--- src/rtl/uart_rf_pkg.sv ---
package uart_rf_pkg;

    localparam int DATA_W = 8;
    localparam int ADDR_W = 3;
    localparam int DIV_W  = 2 * DATA_W;
    localparam int SRC_N  = 4;
    localparam int ERR_N  = 4;
    localparam int MCR_W  = 5;

    // source index equals interrupt enable bit position
    localparam int SRC_RDA  = 0;
    localparam int SRC_THRE = 1;
    localparam int SRC_LS   = 2;
    localparam int SRC_MS   = 3;

    typedef enum logic [ADDR_W-1:0] {
        OFF_DATA  = 3'd0,
        OFF_IEN   = 3'd1,
        OFF_IDENT = 3'd2,
        OFF_LCTL  = 3'd3,
        OFF_MCTL  = 3'd4,
        OFF_LSTAT = 3'd5,
        OFF_MSTAT = 3'd6,
        OFF_SCR   = 3'd7
    } reg_off_e;

    typedef enum logic [2:0] {
        ID_MS   = 3'b000,
        ID_THRE = 3'b001,
        ID_RDA  = 3'b010,
        ID_LS   = 3'b011
    } int_id_e;

    typedef struct packed {
        logic rbr_rd;
        logic thr_wr;
        logic dll_wr;
        logic dlm_wr;
        logic ier_wr;
        logic iir_rd;
        logic fcr_wr;
        logic lcr_wr;
        logic mcr_wr;
        logic lsr_rd;
        logic msr_rd;
        logic scr_wr;
    } acc_s;

    typedef struct packed {
        logic [SRC_N-1:0]  ier;
        logic [DATA_W-1:0] lcr;
        logic [MCR_W-1:0]  mcr;
        logic [DATA_W-1:0] scr;
        logic [DIV_W-1:0]  div;
        logic              fifo_en;
        logic [ERR_N-1:0]  err;      // {break, frame, parity, overrun}
        logic              thre_pend;
        logic              ms_pend;
        logic              thr_prev;
    } state_s;

endpackage

--- src/rtl/uart_rf_decode.sv ---
module uart_rf_decode
    import uart_rf_pkg::*;
(
    input  logic [ADDR_W-1:0] addr,
    input  logic              rd,
    input  logic              wr,
    input  logic              dlab,
    output acc_s              acc
);
    reg_off_e off;

    always_comb begin
        off = reg_off_e'(addr);
        acc = '0;
        unique case (off)
            OFF_DATA: begin
                acc.rbr_rd = rd & ~dlab;
                acc.thr_wr = wr & ~dlab;
                acc.dll_wr = wr & dlab;
            end
            OFF_IEN: begin
                acc.ier_wr = wr & ~dlab;
                acc.dlm_wr = wr & dlab;
            end
            OFF_IDENT: begin
                acc.iir_rd = rd;
                acc.fcr_wr = wr;
            end
            OFF_LCTL:  acc.lcr_wr = wr;
            OFF_MCTL:  acc.mcr_wr = wr;
            OFF_LSTAT: acc.lsr_rd = rd;
            OFF_MSTAT: acc.msr_rd = rd;
            OFF_SCR:   acc.scr_wr = wr;
            default:   acc = '0;
        endcase
    end
endmodule

--- src/rtl/uart_rf_intr.sv ---
module uart_rf_intr
    import uart_rf_pkg::*;
(
    input  logic [SRC_N-1:0]  pend,
    input  logic [SRC_N-1:0]  ien,
    input  logic              fifo_en,
    input  logic              out2,
    output logic [DATA_W-1:0] iir,
    output logic              thre_shown,
    output logic              irq
);
    logic [SRC_N-1:0] act;
    int_id_e          id;
    logic             any;

    for (genvar g = 0; g < SRC_N; g++) begin : g_mask
        assign act[g] = pend[g] & ien[g];
    end

    always_comb begin
        any        = |act;
        thre_shown = 1'b0;
        if (act[SRC_LS])        id = ID_LS;
        else if (act[SRC_RDA])  id = ID_RDA;
        else if (act[SRC_THRE]) begin
            id         = ID_THRE;
            thre_shown = 1'b1;
        end
        else                    id = ID_MS;
        iir = {{2{fifo_en}}, 2'b00, id, ~any};
        irq = any & out2;
    end
endmodule

--- src/rtl/uart_regfile.sv ---
module uart_regfile
    import uart_rf_pkg::*;
#(
    parameter logic [15:0] DIV_RESET = 16'h0001
) (
    input  logic              clk,
    input  logic              rst_n,
    input  logic [2:0]        bus_addr,
    input  logic              bus_wr,
    input  logic              bus_rd,
    input  logic [7:0]        bus_wdata,
    output logic [7:0]        bus_rdata,
    input  logic [7:0]        rx_byte,
    input  logic              rx_ready,
    input  logic              rx_fifo_bad,
    input  logic              err_overrun,
    input  logic              err_parity,
    input  logic              err_frame,
    input  logic              err_break,
    input  logic              tx_room,
    input  logic              tx_idle,
    input  logic [7:0]        modem_stat,
    input  logic              modem_evt,
    output logic              rx_pop,
    output logic              tx_push,
    output logic [7:0]        tx_byte,
    output logic              rx_flush,
    output logic              tx_flush,
    output logic [7:0]        line_cfg,
    output logic [4:0]        modem_ctl,
    output logic [15:0]       baud_div,
    output logic              irq
);
    localparam int DLAB_BIT = DATA_W - 1;
    localparam int OUT2_BIT = 3;

    state_s            st_q, st_d;
    acc_s              acc;
    logic [DATA_W-1:0] iir_w;
    logic [DATA_W-1:0] lsr_w;
    logic [SRC_N-1:0]  pend_w;
    logic [ERR_N-1:0]  err_evt;
    logic              thre_shown;
    logic              thre_rise;

    uart_rf_decode u_dec (
        .addr (bus_addr),
        .rd   (bus_rd),
        .wr   (bus_wr),
        .dlab (st_q.lcr[DLAB_BIT]),
        .acc  (acc)
    );

    always_comb begin
        pend_w           = '0;
        pend_w[SRC_RDA]  = rx_ready;
        pend_w[SRC_THRE] = st_q.thre_pend;
        pend_w[SRC_LS]   = |st_q.err;
        pend_w[SRC_MS]   = st_q.ms_pend;
    end

    uart_rf_intr u_intr (
        .pend       (pend_w),
        .ien        (st_q.ier),
        .fifo_en    (st_q.fifo_en),
        .out2       (st_q.mcr[OUT2_BIT]),
        .iir        (iir_w),
        .thre_shown (thre_shown),
        .irq        (irq)
    );

    assign err_evt   = {err_break, err_frame, err_parity, err_overrun};
    assign thre_rise = tx_room & ~st_q.thr_prev;
    assign lsr_w     = {rx_fifo_bad, tx_room & tx_idle, tx_room, st_q.err, rx_ready};

    // read mux
    always_comb begin
        unique case (reg_off_e'(bus_addr))
            OFF_DATA:  bus_rdata = st_q.lcr[DLAB_BIT] ? st_q.div[7:0] : rx_byte;
            OFF_IEN:   bus_rdata = st_q.lcr[DLAB_BIT] ? st_q.div[15:8]
                                                      : {{(DATA_W-SRC_N){1'b0}}, st_q.ier};
            OFF_IDENT: bus_rdata = iir_w;
            OFF_LCTL:  bus_rdata = st_q.lcr;
            OFF_MCTL:  bus_rdata = {{(DATA_W-MCR_W){1'b0}}, st_q.mcr};
            OFF_LSTAT: bus_rdata = lsr_w;
            OFF_MSTAT: bus_rdata = modem_stat;
            OFF_SCR:   bus_rdata = st_q.scr;
            default:   bus_rdata = '0;
        endcase
    end

    // next state
    always_comb begin
        st_d = st_q;
        if (acc.ier_wr) st_d.ier      = bus_wdata[SRC_N-1:0];
        if (acc.lcr_wr) st_d.lcr      = bus_wdata;
        if (acc.mcr_wr) st_d.mcr      = bus_wdata[MCR_W-1:0];
        if (acc.scr_wr) st_d.scr      = bus_wdata;
        if (acc.dll_wr) st_d.div[7:0] = bus_wdata;
        if (acc.dlm_wr) st_d.div[15:8] = bus_wdata;
        if (acc.fcr_wr) st_d.fifo_en  = bus_wdata[0];

        // sticky errors: clear after read, new events win
        if (acc.lsr_rd) st_d.err = '0;
        st_d.err = st_d.err | err_evt;

        // holding-empty source
        st_d.thr_prev = tx_room;
        if (acc.thr_wr || (acc.iir_rd && thre_shown)) st_d.thre_pend = 1'b0;
        if (thre_rise) st_d.thre_pend = 1'b1;

        // modem source
        if (acc.msr_rd) st_d.ms_pend = 1'b0;
        if (modem_evt)  st_d.ms_pend = 1'b1;
    end

    always_ff @(posedge clk or negedge rst_n) begin
        if (!rst_n) begin
            st_q          <= '0;
            st_q.div      <= DIV_RESET;
            st_q.thr_prev <= 1'b1;
        end else begin
            st_q <= st_d;
        end
    end

    assign rx_pop    = acc.rbr_rd;
    assign tx_push   = acc.thr_wr;
    assign tx_byte   = bus_wdata;
    assign rx_flush  = acc.fcr_wr & bus_wdata[1];
    assign tx_flush  = acc.fcr_wr & bus_wdata[2];
    assign line_cfg  = st_q.lcr;
    assign modem_ctl = st_q.mcr;
    assign baud_div  = st_q.div;
endmodule

--- config.mk ---
export PLATFORM = sky130hd
export DESIGN_NAME = uart_regfile
export DESIGN_NICKNAME = d
export VERILOG_FILES = /design/src/rtl/uart_rf_pkg.sv /design/src/rtl/uart_rf_decode.sv /design/src/rtl/uart_rf_intr.sv /design/src/rtl/uart_regfile.sv
export SDC_FILE = /design/constraint.sdc
export NUM_CORES = 1
export LEC_CHECK = 0
export ABC_AREA = 1
export BUFFER_PORTS_ARGS = -buffer_cell sky130_fd_sc_hd__buf_4
export CORE_ASPECT_RATIO = 1.4
export CORE_UTILIZATION = 52
export CTS_BUF_LIST = sky130_fd_sc_hd__clkbuf_8 sky130_fd_sc_hd__clkbuf_16
export CTS_CLUSTER_DIAMETER = 50
export DETAILED_ROUTE_END_ITERATION = 6
export GPL_TIMING_DRIVEN = 0
export PLACE_DENSITY = 0.88
export SYNTH_ARGS = -nofsm -noshare
export SYNTH_HDL_FRONTEND = slang
export SYNTH_SLANG_ARGS = --single-unit
--- constraint.sdc ---
create_clock -name clk -period 1.25 [get_ports clk]
set_input_delay 0 -clock clk [delete_from_list [all_inputs] [get_ports clk]]
set_output_delay 0 -clock clk [all_outputs]
set_load 0.02 [all_outputs]
==> reports/qor.yml, run 1 <==
status: "finished, violations left"
violations: "setup timing"
ys_warn_count: 0
yosysMostFrequentCell: "nand2_1"
synth_top_cells_by_area: "dfrtp_1 (39%), nand2_1 (16%), buf_4 (9.4%)"
grt_usage_pct: 29.2
drv_cap: 0
clk_pin_slew_ns: 0.09
rows: 32
synth_seq_cells: 49
gp_congestion: 0.917
via_count: 3014
synth_cell_type_count: 26
routed_wirelength_mm: 9.27
hp-class: "input pin to flip-flop"
cts-buffers-inserted: 5
whs_ns: 0.0215
final_util_pct: 74.3
grt_max_degree: 50
overflow: 0
htree_num_levels: 2
p_leak_nw: 2.27
cts_tree: "built"
cts.path.max_buffers: 2
coreArea_um2: 5570
die_x_um: 66.7
die_h_um: 92.5
synth_edf_count: 0
io_buffer_count: 86
fillers: 393
cp_data_arrival_time_ns: 1.59
irDropWorstVdd_mv: 1.33
setup_viol: 21
rsz0062_at_grt: "yes"
via_per_inst: 5.37
synth_area_um2: 3040
dr.pass1.iters: 7
first_iter_violations: 226
maxSlewViolCount: 0
initial_core_util_pct: 54.7
antenna_found_initial: 0
post-dp-hpwl_mm: 6.37
fin_crit_sh_pct: 127
ys_top_cells_by_count: "nand2_1 (128), dfrtp_1 (47), buf_4 (38)"
relSlewSlack_pct: 58.6
cp-start-kind: "flip-flop"
syn_nets: 424
ys_seq_area_share_pct: 40.4
dieArea_um2: 6170
async_flop_share_pct: 100
fmax_mhz: 629
io_pins: 90
yosys_most_used_dff: "dfrtp_1"
synth_top_cell_area_share_pct: 38.6
grt_pass1_vias: 2839
nNetsFinal: 532
area_growth_pct: 35.9
avgSynthCellArea_um2: 7.93
crit_required_ns: 1.25
synth_top_cell_by_area: "dfrtp_1"
cts_sinks: 49
drcViolationCount: 0
placed_area_um2: 3780
grt_pass1_wl_mm: 13.5
synthCells: 384
wl_per_cell_um: 16.5
finClkSkew_ns: 0.00848
tns_ns: -3.18
path_class: "flip-flop to output pin"
hold_viol_final: 0
clock_latency_ns: 0.31
drive_gt1_share_pct: 40.4
final_cell_area_um2: 4140
worstPathMaxFanout: 7
min_period_ns: 1.59
total_power_w: 0.00581
powerDensity_nw_per_um2: 1410
worst_slew_pin_slew_ns: 0.621
antenna_left: 0
num_antenna_cells: 0
cts-root-buf: "clkbuf_8"
finalWorstSetupSlack_ns: -0.340
cp-end-kind: "output pin"
==> stage by stage <==
step	std cells	setup slack, ns
2_1_floorplan	384	0.0345
3_3_place_gp	538	-0.0873
3_5_place_dp	538	-0.0806
4_1_cts	556	-0.291
5_1_grt	561	-0.423
6_report	561	-0.340
==> what timing repair did <==
item | in CTS | in global routing
hold endpoints to repair | 53 | 0
resized for setup | 13 | 14
cloned | 0 | 1
pin swaps | 6 | 13
hold buffers | 7 | 0
endpoints found under the setup margin | 14 | 17
setup buffers | 3 | 4
==> final timing paths <==
kind	slack [ns]	from	to	cells past startpoint
min in group asynchronous	0.25	rst_n	st_q[48]	2
max in group asynchronous	0.59	rst_n	baud_div[12]	2
worst min register to register	0.50	st_q[29]	st_q[29]	2
worst max register to register	-0.06	line_cfg[7]	baud_div[15]	8
worst max-delay path	-0.34	line_cfg[7]	bus_rdata[4]	7
worst min-delay path	0.02	bus_wdata[6]	baud_div[14]	3
==> flip-flops by register name, indices dropped and copies added, names as in the netlist <==
signal / flops
modem_ctl: 5
pend_w: 2
lsr_w: 4
st_q: 14
baud_div: 16
line_cfg: 8
==> cell usage in the layout, fill, tap and decap left out, types with 6 or more instances in the layout <==
cell type,Yosys,final
nand2_1,128,122
clkbuf_8,0,6
inv_1,34,34
nand4_1,13,13
dlygate4sd3_1,0,7
buf_6,7,9
nor2_1,17,16
o21ai_2,16,17
nand3_1,13,13
dfrtp_1,47,47
buf_4,38,130
o21ai_0,32,31
nand2_4,6,7
==> power by group <==
part | switching [W] | internal (W) | leakage [nW]
logic | 0.00127 | 0.00114 | 1.61
clock network | 0.000543 | 0.000645 | 0.0626
registers | 0.000309 | 0.00191 | 0.598
==> kinds of logic (layout without fill, tap and decap cells) <==
kind of cell | after synthesis | in the layout | share of synthesized area, %
AOI/OAI and AO/OA | 60 | 60 | 12.2
buffers and inverters | 88 | 197 | 17.8
and+or+nand+nor | 187 | 187 | 29.6
DFF | 49 | 49 | 40.4
==> metal layers <==
metal  wire length [µm]  track usage [%]
met5                  0                0
met4                346             10.8
met3                820             4.56
met2               4790             51.6
met1               3310             34.7
==> cell type report <==
class	instances	area (µm²)	area share, %
well taps	68	85.1	2.06
repair buffers	101	801	19.4
multi-input cells	247	1330	32.2
clock buffers	6	82.6	2.00
plain buffers	48	407	9.83
inverters	40	168	4.05
clock inverters	2	33.8	0.816
flip-flops and latches	49	1230	29.7
==> critical path, cell delays in order, from the launching register on <==
cell and delay, ns:
dfrtp_1 0.43, buf_6 0.16, buf_4 0.15, nand2_1 0.06, nand2_1 0.07, nand2_1 0.08
nand4_1 0.14, buf_4 0.20
(Power assumes the default switching activity.)
==> inputs of run 2 (changes only) <==
--- a/config.mk
+++ b/config.mk
@@ -5,7 +5,6 @@
 export SDC_FILE = /design/constraint.sdc
 export NUM_CORES = 1
 export LEC_CHECK = 0
-export ABC_AREA = 1
 export BUFFER_PORTS_ARGS = -buffer_cell sky130_fd_sc_hd__buf_4
 export CORE_ASPECT_RATIO = 1.4
 export CORE_UTILIZATION = 52
@@ -13,7 +12,7 @@
 export CTS_CLUSTER_DIAMETER = 50
 export DETAILED_ROUTE_END_ITERATION = 6
 export GPL_TIMING_DRIVEN = 0
-export PLACE_DENSITY = 0.88
+export PLACE_DENSITY = 0.89
 export SYNTH_ARGS = -nofsm -noshare
 export SYNTH_HDL_FRONTEND = slang
 export SYNTH_SLANG_ARGS = --single-unit
==> run 2 against run 1 <==
  * The flow still finishes with violations (setup timing)
  * Final area up 2.2%
  * Clock power down 20%
  * Die area down 2.3%
  * First-iteration DRC count down 14%
  * Setup slack worse by 0.34 ns
  * Worst hold slack better by 0.064 ns
  * Power up 8.3%
  * Non-clock buffer count up 12
  * Maximum frequency down 17%
  * Global-route usage up 1.2 points
  * Critical endpoint is now bus_rdata[0]
  * Largest power group unchanged
  * Highest routed layer unchanged
==> reports/qor.yml, run 2 <==
initial_core_util_pct: 53.8
grt_pass1_wl_mm: 13.5
io_buffer_count: 87
synthAdderAreaFrac_pct: 0
synth_mux_area_share_pct: 24.3
dieArea_um2: 6030
r2r_slack_ns: -0.44
synth_area_um2: 2970
relSlewSlack_pct: 59.2
synth_top_family_by_area: "multiplexers"
avgSynthCellArea_um2: 11.7
grt_max_degree: 50
whs_ns: 0.0857
first_iter_violations: 194
violations: "setup timing"
clk_pin_slew_ns: 0.09
hp-class: "input pin to flip-flop"
cts_sinks: 49
min_period_ns: 1.93
cp_data_arrival_time_ns: 1.93
worstHoldStart: "bus_addr[0]"
drive_gt1_share_pct: 62.5
die_h_um: 91.4
synth_compound_area_share_pct: 10.5
worstPathMaxFanout: 3
die_x_um: 65.9
htree_num_levels: 2
maxSlewViolCount: 0
via_per_inst: 5.83
hold_end: "modem_ctl[4]"
clock_latency_ns: 0.30
worst_slew_pin_slew_ns: 0.612
fin_crit_sh_pct: 154
drcViolationCount: 0
cts.path.max_buffers: 2
ys_seq_area_share_pct: 41.3
synth_seq_cells: 49
gp_congestion: 0.909
wl_per_cell_um: 19.7
status: "finished, violations left"
coreArea_um2: 5530
via_count: 2573
antenna_left: 0
synth_cell_type_count: 50
hold_viol_final: 0
synth_top_cell_by_area: "dfrtp_1"
largest_reg_flops: 16
area_growth_pct: 42.4
synth_top_cells_by_area: "dfrtp_1 (40%), mux2_2 (15%), buf_4 (10%)"
synthXorXnorAreaFrac_pct: 0
yosys.area_share.simple_pct: 10.3
overflow: 0
final_common_cell: "buf_4"
ys_warn_count: 0
io_pins: 90
r2r.worst_path.cells: 6
powerDensity_nw_per_um2: 1490
synthCells: 254
crit_required_ns: 1.25
r2r_end: "pend_w[1]"
drv_cap: 0
syn_nets: 294
grt_pass1_vias: 2692
nNetsFinal: 413
grt_usage_pct: 30.4
irDropWorstVdd_mv: 0.929
yosysMostFrequentCell: "dfrtp_1"
rows: 32
cp-end-kind: "output pin"
finalWorstSetupSlack_ns: -0.677
cts_tree: "built"
yosys_most_used_dff: "dfrtp_1"
final_cells: 441
rsz0062_at_grt: "yes"
async_flop_share_pct: 100
routed_wirelength_mm: 8.69
num_antenna_cells: 0
p_leak_nw: 2.02
antenna_found_initial: 0
fillers: 365
fmax_mhz: 519
tns_ns: -6.93
r2r_start: "lsr_w[1]"
finClkSkew_ns: 0.00650
cp-start-kind: "flip-flop"
synth_edf_count: 0
cts-buffers-inserted: 5
layout_common_cells: "buf_4 (128), dfrtp_1 (46), mux2_2 (33)"
synth_top_cell_area_share_pct: 39.6
min_path_cells: 4
dr.pass1.iters: 4
final_util_pct: 76.6
setup_viol: 33
post-dp-hpwl_mm: 5.69
path_class: "flip-flop to output pin"
cts-root-buf: "clkbuf_8"
dp.cells: 409
ys_top_cells_by_count: "dfrtp_1 (47), buf_4 (40), mux2_2 (39)"
[run 2: cell count changes in the layout (fill, tap and decap cells not counted), sizes merged, moves of 8 or more]
cell | before | now
inv | 41 | 6
nand2 | 135 | 13
o21ai | 51 | 3
dlygate4sd3 | 7 | 15
nor2 | 20 | 2
nand3 | 18 | 4
nand4 | 13 | 4
mux2 | 0 | 48
mux2i | 0 | 13
[run 2: timing repair]
| action | 4_1_cts | 5_1_grt |
|---|---|---|
| hold buffers | 15 | 0 |
| endpoints found under the setup margin | 33 | 33 |
| pin swaps | 10 | 5 |
| resized for setup | 19 | 16 |
| buffers inserted | 7 | 3 |
| hold endpoints to repair | 84 | 0 |
[run 2: how the worst max path moves through the flow]
stage | to | startpoint | slack, ns
after floorplan | bus_rdata[0] | line_cfg[7] | -0.11
after global placement | bus_rdata[0] | line_cfg[7] | -0.40
after detailed placement | bus_rdata[0] | line_cfg[7] | -0.43
after CTS | bus_rdata[0] | line_cfg[7] | -0.65
after global routing | bus_rdata[0] | line_cfg[7] | -0.70
final | bus_rdata[0] | line_cfg[7] | -0.68
[run 2: kinds of logic after synthesis]
group,count (synthesis)
AND/OR/NAND/NOR,46
AO/OA/AOI/OAI,43
buffers and inverters,54
multiplexers,62
flip-flops,49
[run 2: area by class of cell]
| cell class | instances | area (µm²) | area share [%] |
|---|---|---|---|
| Buffer | 49 | 405 | 9.58 |
| Clock buffer | 6 | 82.6 | 1.95 |
| Clock inverter | 1 | 3.75 | 0.0887 |
| Inverter | 5 | 18.8 | 0.444 |
| Multi-Input combinational cell | 151 | 1500 | 35.4 |
| Sequential cell | 49 | 1230 | 29.1 |
| Tap cell | 68 | 85.1 | 2.01 |
| Timing Repair Buffer | 112 | 908 | 21.5 |
[run 2: power by group]
part / internal (W) / switching (W) / total [W]
Clock: 0.000432 / 0.000515 / 0.000947
Combinational: 0.00172 / 0.00129 / 0.00301
Sequential: 0.00198 / 0.000357 / 0.00234
[run 2: metal layers]
layer | GRT usage, % | vias up | part of all wire, %
met4 | 16.1 | 0 | 4.3
met1 | 35.0 | 1272 | 36
met3 | 3.64 | 33 | 6.0
met5 | 0 | - | 0
li1 | - | 1134 | -
met2 | 53.1 | 134 | 54
[run 2: critical path, stage by stage (launching register included)]
cell and delay (ns):
dfrtp_2 0.47, mux2_4 0.33, mux4_2 0.48, nor2b_2 0.14, a21oi_2 0.05, buf_4 0.17
[run 2: per-stage QoR]
step                      area [µm²]  total power (W)  setup WS, ns
after floorplan                 3040          0.00403        -0.109
after global placement          3780          0.00488        -0.398
after detailed placement        3780          0.00496        -0.433
after CTS                       4150          0.00612        -0.648
after global routing            4230          0.00657        -0.705
final                           4230          0.00629        -0.677
==> inputs of run 3 (changes only) <==
--- a/config.mk
+++ b/config.mk
@@ -13,6 +13,7 @@
 export DETAILED_ROUTE_END_ITERATION = 6
 export GPL_TIMING_DRIVEN = 0
 export PLACE_DENSITY = 0.89
+export REMOVE_ABC_BUFFERS = 1
 export SYNTH_ARGS = -nofsm -noshare
 export SYNTH_HDL_FRONTEND = slang
 export SYNTH_SLANG_ARGS = --single-unit
==> run 3 against run 2 <==
  * Critical path depth is the same
  * Utilization shrank 9.3 points
  * The flow still finishes with violations (setup timing)
  * Clock power is 9% higher
  * Via count decreased by 9.1%
  * Global-route usage is 3.2 points lower
==> reports/qor.yml, run 3 (synthesis gave the netlist of run 2 again) <==
fillers: 415
routed_wirelength_mm: 7.87
fin_crit_sh_pct: 156
finClkSkew_ns: 0.00688
final_util_pct: 67.3
rsz0062_at_grt: "yes"
antenna_found_initial: 0
path_class: "flip-flop to output pin"
cts-root-buf: "clkbuf_8"
setup_viol: 34
grt_usage_pct: 27.2
grt_pass1_vias: 2330
seq_area_um2: 1230
grt_pass1_wl_mm: 12.0
clock_latency_ns: 0.31
antenna_left: 0
path_buf_inv: 1
dieArea_um2: 6030
via_count: 2340
io_buffer_count: 89
p_leak_nw: 1.73
cp_slowest_cell: "dfrtp_4"
violations: "setup timing"
hold_viol_final: 0
dr.pass1.iters: 4
largest_reg_flops: 16
drcViolationCount: 0
worst_slew_pin_slew_ns: 0.632
maxSlewViolCount: 0
cts_tree: "built"
wl_per_cell_um: 20.0
nNetsFinal: 364
cts.path.max_buffers: 2
final_cell_area_um2: 3720
cts_sinks: 49
finalWorstSetupSlack_ns: -0.696
hp-class: "input pin to flip-flop"
cp-start-kind: "flip-flop"
tns_ns: -9.77
cp-end-kind: "output pin"
multi_input_area_um2: 1390
min_period_ns: 1.95
worstPathMaxFanout: 5
fmax_mhz: 514
status: "finished, violations left"
area_growth_pct: 25.1
drive_gt1_share_pct: 53.8
powerDensity_nw_per_um2: 1530
num_antenna_cells: 0
drv_cap: 0
cp_top_family: "multiplexers"
irDropWorstVdd_mv: 1.02
die_h_um: 91.4
crit_required_ns: 1.25
placed_area_um2: 3340
final_common_cell: "buf_4"
coreArea_um2: 5530
path_cells: "mux2_4 > mux4_2 > nor2b_1 > a21oi_1 > buf_4"
cp_data_arrival_time_ns: 1.95
gp_congestion: 0.844
die_x_um: 65.9
clk_pin_slew_ns: 0.09
relSlewSlack_pct: 57.8
post-dp-hpwl_mm: 5.12
overflow: 0
io_pins: 90
first_iter_violations: 117
htree_num_levels: 2
crit_path_max_incr_delay_ns: 0.53
via_per_inst: 5.95
layout_common_cells: "buf_4 (95), dfrtp_1 (46), mux2_2 (39)"
initial_core_util_pct: 53.8
grt_max_degree: 50
rows: 32
cts-buffers-inserted: 5
-- run 3: cell types whose count changed in the layout (fill, tap and decap cells not counted), sizes merged --
cell    previous run  this run
clkbuf             6         7
inv                6         5
clkinv             0         1
buf              146        97
-- run 3: layer usage --
metal / routed length [µm] / global-route usage, % / up-vias / share of wire, %
met1: 2810 / 31.3 / 1157 / 36
met2: 4230 / 45.7 / 120 / 54
met5: 0 / 0 / - / 0
met3: 546 / 5.65 / 26 / 6.9
li1: - / - / 1037 / -
met4: 275 / 14.7 / 0 / 3.5
-- run 3: worst paths after layout --
path	start	endpoint	slack, ns	depth (start not counted)
max	line_cfg[7]	bus_rdata[0]	-0.70	5
min in group asynchronous	rst_n	line_cfg[6]	0.25	2
max reg2reg	line_cfg[7]	st_q[47]	-0.29	4
min reg2reg	st_q[25]	st_q[25]	0.51	1
max in group asynchronous	rst_n	line_cfg[7]	0.53	2
min	bus_rd	pend_w[3]	0.06	3
-- run 3: worst register-to-register path, stage by stage (launching register included) --
cell and delay (ns):
dfrtp_4 0.53, buf_4 0.21, buf_6 0.18, nor2_4 0.15, mux2_2 0.36
-- run 3: cell type report --
| type | count | share of cell area [%] |
|---|---|---|
| Timing Repair Buffer | 112 | 23.8 |
| Clock inverter | 1 | 0.135 |
| Sequential cell | 49 | 33.2 |
| Tap cell | 68 | 2.29 |
| Inverter | 5 | 0.505 |
| Clock buffer | 7 | 2.59 |
| Multi-Input combinational cell | 151 | 37.5 |
-- run 3: stage by stage --
stage / worst slack, ns / power (W) / hold WS (ns) / cells
6_report: -0.696 / 0.00567 / 0.0615 / 393
5_1_grt: -0.728 / 0.00591 / 0.0642 / 393
4_1_cts: -0.714 / 0.00564 / 0.0430 / 393
3_5_place_dp: -0.964 / 0.00445 / 0.0591 / 362
3_3_place_gp: -0.956 / 0.00437 / 0.0463 / 362
2_1_floorplan: -0.651 / 0.00346 / -0.296 / 205
-- run 3: where the power goes --
part	internal (W)	switching, W	leakage (nW)
sequential	0.00198	0.000337	0.575
clock	0.000501	0.000528	0.0542
combinational	0.00119	0.00113	1.10
-- run 3: what timing repair did --
action | in CTS | in global routing
hold buffers | 15 | 0
resized for setup | 15 | 3
setup endpoints to repair | 34 | 34
setup buffers | 8 | 0
endpoints found under the hold margin | 88 | 0
pin swaps | 3 | 1
